===== src/rtl/evc_pkg.sv =====
package evc_pkg;

    localparam int BYTE_W = 8;

    localparam int BIT_NVS  = 7;
    localparam int BIT_CAP  = 3;
    localparam int BIT_LOCK = 2;
    localparam int BIT_POLL = 1;
    localparam int BIT_POL  = 0;

    typedef struct packed {
        logic nv_sel;
        logic capture;
        logic lock;
        logic poll;
        logic rising;
    } evc_ctrl_t;

    function automatic evc_ctrl_t decode_ctrl(input logic [BYTE_W-1:0] d);
        evc_ctrl_t c;
        c.poll    = d[BIT_POLL];
        c.nv_sel  = d[BIT_NVS] & ~d[BIT_POLL];
        c.rising  = d[BIT_POL] |  d[BIT_POLL];
        c.lock    = d[BIT_LOCK];
        c.capture = d[BIT_CAP];
        return c;
    endfunction

    function automatic logic [BYTE_W-1:0] encode_ctrl(input evc_ctrl_t c);
        logic [BYTE_W-1:0] d;
        d           = '0;
        d[BIT_NVS]  = c.nv_sel;
        d[BIT_CAP]  = c.capture;
        d[BIT_LOCK] = c.lock;
        d[BIT_POLL] = c.poll;
        d[BIT_POL]  = c.rising;
        return d;
    endfunction

endpackage


===== src/rtl/evc_sync.sv =====
module evc_sync #(
    parameter int STAGES = 2
) (
    input  logic clk,
    input  logic rst,
    input  logic async_in,
    output logic level,
    output logic prev_level
);
    logic [STAGES-1:0] chain;

    genvar g;
    generate
        for (g = 0; g < STAGES; g++) begin : g_stage
            if (g == 0) begin : g_first
                always_ff @(posedge clk) begin
                    if (rst) chain[0] <= 1'b0;
                    else     chain[0] <= async_in;
                end
            end else begin : g_next
                always_ff @(posedge clk) begin
                    if (rst) chain[g] <= 1'b0;
                    else     chain[g] <= chain[g-1];
                end
            end
        end
    endgenerate

    always_ff @(posedge clk) begin
        if (rst) prev_level <= 1'b0;
        else     prev_level <= level;
    end

    assign level = chain[STAGES-1];

    AST_PREV_TRACKS: assert property (@(posedge clk) disable iff (rst)
        1'b1 |=> (prev_level == $past(level)));
endmodule


===== src/rtl/evc_poll_timer.sv =====
module evc_poll_timer #(
    parameter int POLL_TICKS = 4096
) (
    input  logic clk,
    input  logic rst,
    input  logic poll_on,
    input  logic osc_en,
    input  logic tick,
    output logic sample
);
    localparam int TW = (POLL_TICKS > 1) ? $clog2(POLL_TICKS) : 1;
    localparam logic [TW-1:0] LAST = TW'(POLL_TICKS - 1);

    logic [TW-1:0] ticks;
    logic          advance;

    assign advance = poll_on && osc_en && tick;
    assign sample  = advance && (ticks == LAST);

    always_ff @(posedge clk) begin
        if (rst || !poll_on)  ticks <= '0;
        else if (sample)      ticks <= '0;
        else if (advance)     ticks <= ticks + 1'b1;
    end

    AST_TIMER_RANGE: assert property (@(posedge clk) disable iff (rst)
        ticks <= LAST);
    AST_TIMER_HOLD: assert property (@(posedge clk) disable iff (rst)
        (poll_on && !osc_en) |=> (ticks == $past(ticks) || !poll_on));
endmodule


===== src/rtl/evc_event_sel.sv =====
module evc_event_sel (
    input  logic clk,
    input  logic rst,
    input  logic level,
    input  logic prev_level,
    input  logic poll_on,
    input  logic rising,
    input  logic sample,
    output logic event_hit
);
    logic poll_last;
    logic cont_hit;
    logic poll_hit;

    assign cont_hit  = rising ? (level && !prev_level) : (!level && prev_level);
    assign poll_hit  = sample && level && !poll_last;
    assign event_hit = poll_on ? poll_hit : cont_hit;

    always_ff @(posedge clk) begin
        if (rst)         poll_last <= 1'b0;
        else if (sample) poll_last <= level;
    end

    AST_POLL_NEEDS_SAMPLE: assert property (@(posedge clk) disable iff (rst)
        (poll_on && event_hit) |-> sample);
endmodule


===== src/rtl/edge_event_counter.sv =====
module edge_event_counter
    import evc_pkg::*;
#(
    parameter int CNT_W       = 16,
    parameter int SYNC_STAGES = 2,
    parameter int POLL_TICKS  = 4096
) (
    input  logic       clk,
    input  logic       rst,
    input  logic       cnt_in,
    input  logic       tick_slow,
    input  logic       osc_en,
    input  logic       supply_good,
    input  logic       reg_wr,
    input  logic [1:0] reg_addr,
    input  logic [7:0] reg_wdata,
    output logic [7:0] reg_rdata
);
    localparam int NBYTES = CNT_W / BYTE_W;
    localparam int ADDR_W = 2;
    localparam logic [ADDR_W-1:0] CTRL_ADDR = ADDR_W'(NBYTES);

    evc_ctrl_t        ctrl;
    logic [CNT_W-1:0] count, count_nx, snap;
    logic             level, prev_level, sample, event_hit;
    logic             ctrl_wr, byte_wr, count_ok;

    evc_sync #(.STAGES(SYNC_STAGES)) u_sync (
        .clk(clk), .rst(rst), .async_in(cnt_in),
        .level(level), .prev_level(prev_level)
    );

    evc_poll_timer #(.POLL_TICKS(POLL_TICKS)) u_timer (
        .clk(clk), .rst(rst), .poll_on(ctrl.poll), .osc_en(osc_en),
        .tick(tick_slow), .sample(sample)
    );

    evc_event_sel u_sel (
        .clk(clk), .rst(rst), .level(level), .prev_level(prev_level),
        .poll_on(ctrl.poll), .rising(ctrl.rising), .sample(sample),
        .event_hit(event_hit)
    );

    assign ctrl_wr  = reg_wr && (reg_addr == CTRL_ADDR);
    assign byte_wr  = reg_wr && ctrl.lock && (reg_addr < CTRL_ADDR);
    assign count_ok = !ctrl.lock && (!ctrl.nv_sel || supply_good)
                      && (!ctrl.poll || osc_en);

    always_comb begin
        count_nx = count;
        if (byte_wr) begin
            for (int i = 0; i < NBYTES; i++) begin
                if (reg_addr == ADDR_W'(i))
                    count_nx[i*BYTE_W +: BYTE_W] = reg_wdata;
            end
        end else if (event_hit && count_ok) begin
            count_nx = count + 1'b1;
        end
    end

    always_ff @(posedge clk) begin
        if (rst) begin
            count <= '0;
            snap  <= '0;
            ctrl  <= '0;
        end else begin
            count <= count_nx;
            if (ctrl_wr) begin
                ctrl <= decode_ctrl(reg_wdata);
                if (reg_wdata[BIT_CAP]) snap <= count;
            end else begin
                ctrl.capture <= 1'b0;
            end
        end
    end

    always_comb begin
        reg_rdata = '0;
        if (reg_addr == CTRL_ADDR)
            reg_rdata = encode_ctrl(ctrl);
        else if (reg_addr < CTRL_ADDR)
            reg_rdata = snap[reg_addr*BYTE_W +: BYTE_W];
    end

    AST_STEP_ONE: assert property (@(posedge clk) disable iff (rst)
        !byte_wr |=> (count == $past(count) || count == $past(count) + 1'b1));
    AST_CAP_SELF_CLEAR: assert property (@(posedge clk) disable iff (rst)
        (ctrl.capture && !ctrl_wr) |=> !ctrl.capture);
    AST_SNAP_HOLD: assert property (@(posedge clk) disable iff (rst)
        !ctrl_wr |=> $stable(snap));
    AST_LOCK_FREEZE: assert property (@(posedge clk) disable iff (rst)
        (ctrl.lock && !byte_wr) |=> $stable(count));
    AST_NV_GATE: assert property (@(posedge clk) disable iff (rst)
        (ctrl.nv_sel && !supply_good && !byte_wr) |=> $stable(count));
    AST_POLL_FORCE: assert property (@(posedge clk) disable iff (rst)
        ctrl.poll |-> (ctrl.rising && !ctrl.nv_sel));
    AST_OSC_GATE: assert property (@(posedge clk) disable iff (rst)
        (ctrl.poll && !osc_en && !byte_wr) |=> $stable(count));
endmodule


===== config.mk =====
export PLATFORM = sky130hd
export DESIGN_NAME = edge_event_counter
export DESIGN_NICKNAME = d
export VERILOG_FILES = /design/src/rtl/evc_pkg.sv /design/src/rtl/evc_sync.sv /design/src/rtl/evc_poll_timer.sv /design/src/rtl/evc_event_sel.sv /design/src/rtl/edge_event_counter.sv
export SDC_FILE = /design/constraint.sdc
export NUM_CORES = 1
export LEC_CHECK = 0
export BUFFER_PORTS_ARGS = -buffer_cell sky130_fd_sc_hd__buf_2
export CAP_MARGIN = 20
export CORE_ASPECT_RATIO = 0.5
export CORE_MARGIN = 2
export CORE_UTILIZATION = 59
export CTS_CLUSTER_DIAMETER = 30
export DETAILED_ROUTE_END_ITERATION = 12
export PLACE_DENSITY = 0.81
export SYNTH_ARGS = -nofsm -noshare
export SYNTH_HDL_FRONTEND = slang
export SYNTH_HIERARCHICAL = 1
export SYNTH_SLANG_ARGS = --single-unit

===== constraint.sdc =====
create_clock -name clk -period 2.7 [get_ports clk]
set_input_delay 0.54 -clock clk [delete_from_list [all_inputs] [get_ports clk]]
set_output_delay 0.54 -clock clk [all_outputs]
set_load 0.01 [all_outputs]

==> impl_metrics.env, run 1 <==
export IMPL_fin_area_mm2=0.00299
export IMPL_vias=2602
export IMPL_ys_warn_count=6
export IMPL_worstMarginPinSlew_ns=0.838
export IMPL_reg2reg_from="u_timer/ticks[3]"
export IMPL_synth_top_area_share_pct=38.6
export IMPL_clk_latency_ns=0.31
export IMPL_p_leak_nw=0.962
export IMPL_io_pins=25
export IMPL_setup_tns_ns=0
export IMPL_clock_sinks=53
export IMPL_grt_max_degree=36
export IMPL_fin_ws_ns=0.260
export IMPL_pre_cts_ws_ns=0.0733
export IMPL_antenna_found_initial=0
export IMPL_grt_pass1_vias=2335
export IMPL_htree_levels=2
export IMPL_cp_arrival_ns=2.63
export IMPL_drive_gt1_share_pct=14.3
export IMPL_power_density_mw_per_mm2=455
export IMPL_synth_simple_area_share_pct=31.0
export IMPL_nets=374
export IMPL_min_from="cnt_in"
export IMPL_fin_skew_ns=0.00494
export IMPL_path_max_fanout=9
export IMPL_whs_path_depth=2
export IMPL_cts_buffers_inserted=5
export IMPL_synthXorXnorAreaFrac_pct=2.86
export IMPL_rsz0062_at_grt="false"
export IMPL_yosys_register_bits=53
export IMPL_die_w_um=101
export IMPL_clock_path_buffers=2
export IMPL_gr_total_overflow=0
export IMPL_seq_area_frac_synth_pct=38.6
export IMPL_hp_class="primary input to register"
export IMPL_ir_drop_mv=0.216
export IMPL_slew_headroom_pct=44.0
export IMPL_rows=17
export IMPL_synth_compound_area_share_pct=17.8
export IMPL_syn_num_nets=360
export IMPL_cts_tree="yes"
export IMPL_fmax_mhz=410
export IMPL_synth_mux_area_share_pct=4.73
export IMPL_report_final_setup_viol=0
export IMPL_clk_pin_slew_ns=0.10
export IMPL_finalCritPeriodShare_pct=90.4
export IMPL_drtAntennaViolNets=0
export IMPL_rrSetupSlack_ns=0.26
export IMPL_synthArstFlopShare_pct=0
export IMPL_synth_fa_ha_area_share_pct=0.910
export IMPL_ctsHoldBuffers=0
export IMPL_synth_distinct_cells=52
export IMPL_hold_viol=0
export IMPL_gp_congestion=0.954
export IMPL_netlist_area_mm2=0.00275
export IMPL_cap_violations=0
export IMPL_setup_worst_path_end_class="register"
export IMPL_synth_top_area_cell="dfxtp_1"
export IMPL_synth_edf_count=0
export IMPL_via_per_inst=6.30
export IMPL_synthFlopType="dfxtp_1"
export IMPL_finalMaxSlewViolations=0
export IMPL_crit_type="register to register"
export IMPL_insertedDiodeCount=0
export IMPL_area_growth_pct=8.64
export IMPL_dieArea_mm2=0.00526
export IMPL_die_y_um=52.3
export IMPL_placed_area_mm2=0.00288
export IMPL_grt_use_total_pct=27.4
export IMPL_min_period_ns=2.44
export IMPL_routedWlPerCell_um=16.4
export IMPL_avgSynthCellArea_um2=8.07
export IMPL_drt_first_pass_iters=7
export IMPL_dp_hpwl_um=4770
export IMPL_cts_root_buffer="clkbuf_8"
export IMPL_remaining_drc_errors=0
export IMPL_worstRegToRegCells=9
export IMPL_hold_end="u_sync/chain[0]"
export IMPL_synth_cells=341
export IMPL_startpoint_type="register"
export IMPL_r2r_end="count[10]"
export IMPL_synth_area_leaders="dfxtp_1 39%, nand2_1 7.2%, a21oi_1 6.2%, mux2i_1 4.7%, o21ai_0 3.6%"
export IMPL_coreArea_mm2=0.00445
export IMPL_grt_pass1_wl_um=11300
export IMPL_status="completed"
export IMPL_post_cts_setup_buffers=0
export IMPL_finalWirelength_um=6750
export IMPL_worst_ep_required_time_ns=2.89
export IMPL_start_util_pct=61.9
export IMPL_drt_iter0_drc=277
export IMPL_portBuffers=24
export IMPL_synth_top_family_by_area="simple AND/OR/NAND/NOR gates"
[cells in the mapped netlist (all sizes together), types with 4 or more instances]
library cell and n:
nand3b 4, o21ai 20, and2 5, nand2b 5
nor2b 7, a21oi 35, o22ai 5, nor3 8
clkbuf 10, nor4 10, nand3 14, xnor2 4
mux2i 13, dfxtp 53, and3 4, nand4 10
nand2 53, nor2 22, nand4b 5, buf 13
xor2 5
[cells in the final DEF, fill, tap and decap left out, types with 3 or more instances in the layout]
cell / n
a21oi_1: 34
a32oi_1: 3
nand3b_1: 4
o22ai_1: 5
mux2i_1: 13
nand3_1: 12
buf_2: 24
clkbuf_8: 5
buf_4: 6
nand2_1: 53
nand4b_1: 5
o21ai_0: 20
xor2_1: 5
nand2b_1: 4
nor4_1: 10
nor2b_1: 7
and3_1: 3
dfxtp_1: 53
or3_1: 3
nor2_1: 22
and2_1: 5
nand4_1: 9
nor3_1: 8
xnor2_1: 4
[worst max-delay path by stage]
| stage | from | to | slack, ns |
|---|---|---|---|
| 2_1_floorplan | tick_slow | count[10] | 0.31 |
| 3_3_place_gp | tick_slow | count[10] | 0.15 |
| 4_1_cts | u_timer/ticks[3] | count[0] | 0.20 |
| 5_1_grt | u_timer/ticks[3] | count[10] | 0.08 |
| 6_report | u_timer/ticks[3] | count[10] | 0.26 |
| 3_5_place_dp | osc_en | count[0] | 0.07 |
[sequential cells by signal, indices dropped and copies added, names as in the netlist]
register,count
snap,16
u_sync/prev_level,1
u_sel/poll_last,1
count,16
u_timer/ticks,12
u_sync/level,1
u_sync/chain,1
ctrl,5
[power breakdown]
part | total (mW) | internal (mW) | leakage [nW] | switching [mW]
clock network | 0.460 | 0.185 | 0.0481 | 0.275
logic | 0.0918 | 0.0356 | 0.486 | 0.0562
registers | 0.809 | 0.792 | 0.428 | 0.0169
[repair_timing]
action / in CTS / in global routing
hold endpoints to repair: 0 / 0
gates resized for setup: 0 / 3
endpoints found under the setup margin: 0 / 6
[cells by family after synthesis]
kind of cell,count (synthesis)
AND/OR/NAND/NOR,159
AO/OA/AOI/OAI,80
flip-flops,53
buffers and inverters,25
multiplexers,13
XOR/XNOR,9
adder cells (fa/ha/maj),2
[worst max-delay path, cell delays in order, from the launching register on]
cell and delay [ns]:
dfxtp_1 0.44, and4_4 0.27, nand4_4 0.14, nor2_1 0.20, nand4b_1 0.11, nand3_1 0.15, nand2b_2 0.17, or3_1 0.44
o311ai_1 0.29, a21oi_1 0.10
[cell type report]
class | count | area, µm²
multi-input cells | 263 | 1590
fillers | 382 | 1460
flip-flops and latches | 53 | 1060
repair buffers | 30 | 165
well taps | 57 | 71.3
clock buffers | 5 | 68.8
clock inverters | 3 | 22.5
inverters | 2 | 7.51
[layer usage]
layer / part of all wire (%) / up-vias / GRT usage (%)
met1: 46 / 1234 / 38.6
met3: 7.9 / 8 / 6.13
met5: 0 / - / 0
met4: 0.80 / 0 / 5.71
li1: - / 1267 / -
met2: 45 / 93 / 43.5
[through the flow]
stage | power (mW) | utilization (%) | hold slack, ns | instances
2_1_floorplan | 0.881 | - | 0.414 | 341
3_3_place_gp | 0.912 | 64.8 | 0.420 | 405
3_5_place_dp | 0.913 | 64.8 | 0.427 | 405
4_1_cts | 1.36 | 66.9 | 0.432 | 413
5_1_grt | 1.42 | 67.2 | 0.470 | 413
6_report | 1.36 | 67.2 | 0.431 | 413
Note: power is estimated with default switching activity, not from simulation.
==> run 2: changes to the inputs <==
Settings changed: CORE_UTILIZATION 59 to 60, PLACE_DENSITY 0.81 to 0.82.
Clock period 2.7 ns to 2.9 ns, I/O delays scaled along.
==> run 2 against run 1 <==
First-iteration DRC count is 23% lower. Fmax is 6.5% lower. Die area is 1.6% lower. Total power is 0.34% higher. Global-route usage is 0.50 points lower. Sequential share of layout area is 0.24 points lower. Non-clock buffer count is 1 higher. Hold slack better by 0.029 ns. Core utilization is 1.1 points higher. Clock power is 15% higher. Setup slack better by 0.030 ns. Combinational power is 8.2% lower. Highest routed layer unchanged.
==> impl_metrics.env, run 2 (same netlist as run 1, synthesis figures left out) <==
export IMPL_rsz0062_at_grt="false"
export IMPL_coreArea_mm2=0.00440
export IMPL_finalMaxSlewViolations=0
export IMPL_drtAntennaViolNets=0
export IMPL_die_w_um=99.8
export IMPL_worst_ep_required_time_ns=3.09
export IMPL_ctsHoldBuffers=0
export IMPL_worstRegToRegCells=9
export IMPL_ir_drop_mv=0.204
export IMPL_fmax_mhz=383
export IMPL_crit_chain="ha_1, nand4_1, nor2_1, nand4b_1, nand3_1, nand2b_1, or3_1, o311ai_1, a21oi_1"
export IMPL_crit_type="register to register"
export IMPL_cp_slowest_cell="or3_1"
export IMPL_fin_skew_ns=0.00840
export IMPL_ctsResizeCount=0
export IMPL_drive_gt1_share_pct=14.0
export IMPL_rows=17
export IMPL_p_int_mw=1.05
export IMPL_min_period_ns=2.61
export IMPL_clkPwrFrac_pct=38.7
export IMPL_final_cell_mix="53 x nand2_1, 53 x dfxtp_1, 34 x a21oi_1, 24 x buf_2, 22 x nor2_1"
export IMPL_fin_ws_ns=0.290
export IMPL_clk_latency_ns=0.31
export IMPL_hold_viol=0
export IMPL_report_final_setup_viol=0
export IMPL_power_density_mw_per_mm2=453
export IMPL_antenna_found_initial=0
export IMPL_gp_congestion=0.929
export IMPL_biggestRegsByFlops="count: 16 flops, snap: 16 flops, u_timer/ticks: 12 flops"
export IMPL_insertedDiodeCount=0
export IMPL_via_per_inst=6.37
export IMPL_startpoint_type="register"
export IMPL_critPathMaxStageDelay_ns=0.48
export IMPL_finalWirelength_um=6680
export IMPL_power_net_switching_uw=314
export IMPL_min_from="snap[9]"
export IMPL_reg2reg_from="u_timer/ticks[0]"
export IMPL_cts_buffers_inserted=5
export IMPL_start_util_pct=62.5
export IMPL_drt_iter0_drc=213
export IMPL_finalCritPeriodShare_pct=90.0
export IMPL_cp_arrival_ns=2.80
export IMPL_slew_headroom_pct=44.9
export IMPL_htree_levels=2
export IMPL_dp_hpwl_um=4800
export IMPL_routedWlPerCell_um=16.1
export IMPL_pre_cts_ws_ns=0.196
export IMPL_post_cts_setup_buffers=0
export IMPL_nets=375
export IMPL_grt_pass1_wl_um=10800
export IMPL_cts_root_buffer="clkbuf_8"
export IMPL_clock_sinks=53
export IMPL_power_switching_share_pct=23.0
export IMPL_die_y_um=51.9
export IMPL_hp_class="register to register"
export IMPL_grt_use_total_pct=26.9
export IMPL_vias=2636
export IMPL_whs_path_depth=2
export IMPL_fill_cells=372
export IMPL_cts_tree="yes"
export IMPL_grt_max_degree=29
export IMPL_path_max_fanout=9
export IMPL_grt_pass1_vias=2286
export IMPL_setup_worst_path_end_class="register"
export IMPL_drt_first_pass_iters=5
export IMPL_comb_power_share_pct=6.2
export IMPL_hold_end="snap[9]"
export IMPL_clock_path_buffers=2
export IMPL_status="completed"
export IMPL_rrSetupSlack_ns=0.29
export IMPL_cap_violations=0
export IMPL_clk_pin_slew_ns=0.10
export IMPL_worstMarginPinSlew_ns=0.827
export IMPL_p_leak_nw=0.979
export IMPL_portBuffers=24
export IMPL_r2r_end="count[10]"
export IMPL_area_growth_pct=9.37
export IMPL_remaining_drc_errors=0
export IMPL_setup_tns_ns=0
export IMPL_p_seq_share_pct=55.2
export IMPL_io_pins=25
export IMPL_dieArea_mm2=0.00518
export IMPL_gr_total_overflow=0
-- run 2: changes by cell type in the layout (fill, tap and decap cells not counted) --
cell        delta
clkinv_4       -2
buf_4          +1
bufinv_16      +1
clkbuf_8       +1
clkinv_2       -1
clkinvlp_4     +1
ha_1           +1
ha_2           -1
nand2b_1       +1
nand2b_2       -1
o32ai_2        +1
o32ai_4        -1
-- run 2: worst max-delay path: cells and delay by family (launching register included) --
family          cells  cell delay [ns]
fa+ha+maj           1             0.30
compound gates      2             0.47
flops               1             0.40
simple gates        6             1.32
-- run 2: worst max path at each step --
stage / slack, ns / end / start / depth (start not counted)
2_1_floorplan: 0.47 / count[10] / tick_slow / 11
3_3_place_gp: 0.31 / count[0] / tick_slow / 10
3_5_place_dp: 0.20 / count[0] / tick_slow / 10
4_1_cts: 0.35 / count[10] / u_timer/ticks[0] / 9
5_1_grt: 0.09 / count[0] / u_timer/ticks[3] / 9
6_report: 0.29 / count[10] / u_timer/ticks[0] / 9
-- run 2: metrics by stage --
stage          cell area [µm²]  total power [mW]  hold slack [ns]  instances  util (%)
2_1_floorplan             2750             0.820            0.414        341         -
3_3_place_gp              2890             0.848            0.419        406      65.6
3_5_place_dp              2890             0.850            0.440        406      65.6
4_1_cts                   3010              1.37            0.463        414      68.3
5_1_grt                   3010              1.41            0.466        414      68.3
6_report                  3010              1.36            0.460        414      68.3
-- run 2: final cells by class --
type / instances / area [µm²] / share of cell area (%)
clock inverters: 2 / 37.5 / 1.25
flip-flops and latches: 53 / 1060 / 35.3
inverters: 2 / 7.51 / 0.249
clock buffers: 6 / 82.6 / 2.74
multi-input cells: 263 / 1580 / 52.4
well taps: 57 / 71.3 / 2.37
repair buffers: 31 / 173 / 5.74
-- run 2: power by group through the flow --
| stage | clock network (mW) | registers (mW) | logic [mW] |
|---|---|---|---|
| global route | 0.563 | 0.754 | 0.0920 |
| floorplan | 0 | 0.762 | 0.0579 |
| CTS | 0.532 | 0.751 | 0.0826 |
| detailed placement | 0 | 0.768 | 0.0821 |
| finish | 0.528 | 0.753 | 0.0843 |
| global placement | 0 | 0.768 | 0.0802 |
-- run 2: per-layer routing --
metal,global-route usage [%],vias up,share of wire [%],routed length [µm]
met2,43.2,123,45,3010
met5,0,-,0,0
li1,-,1269,-,-
met1,37.3,1234,45,3000
met4,7.08,0,1.1,74
met3,5.78,10,9.0,603
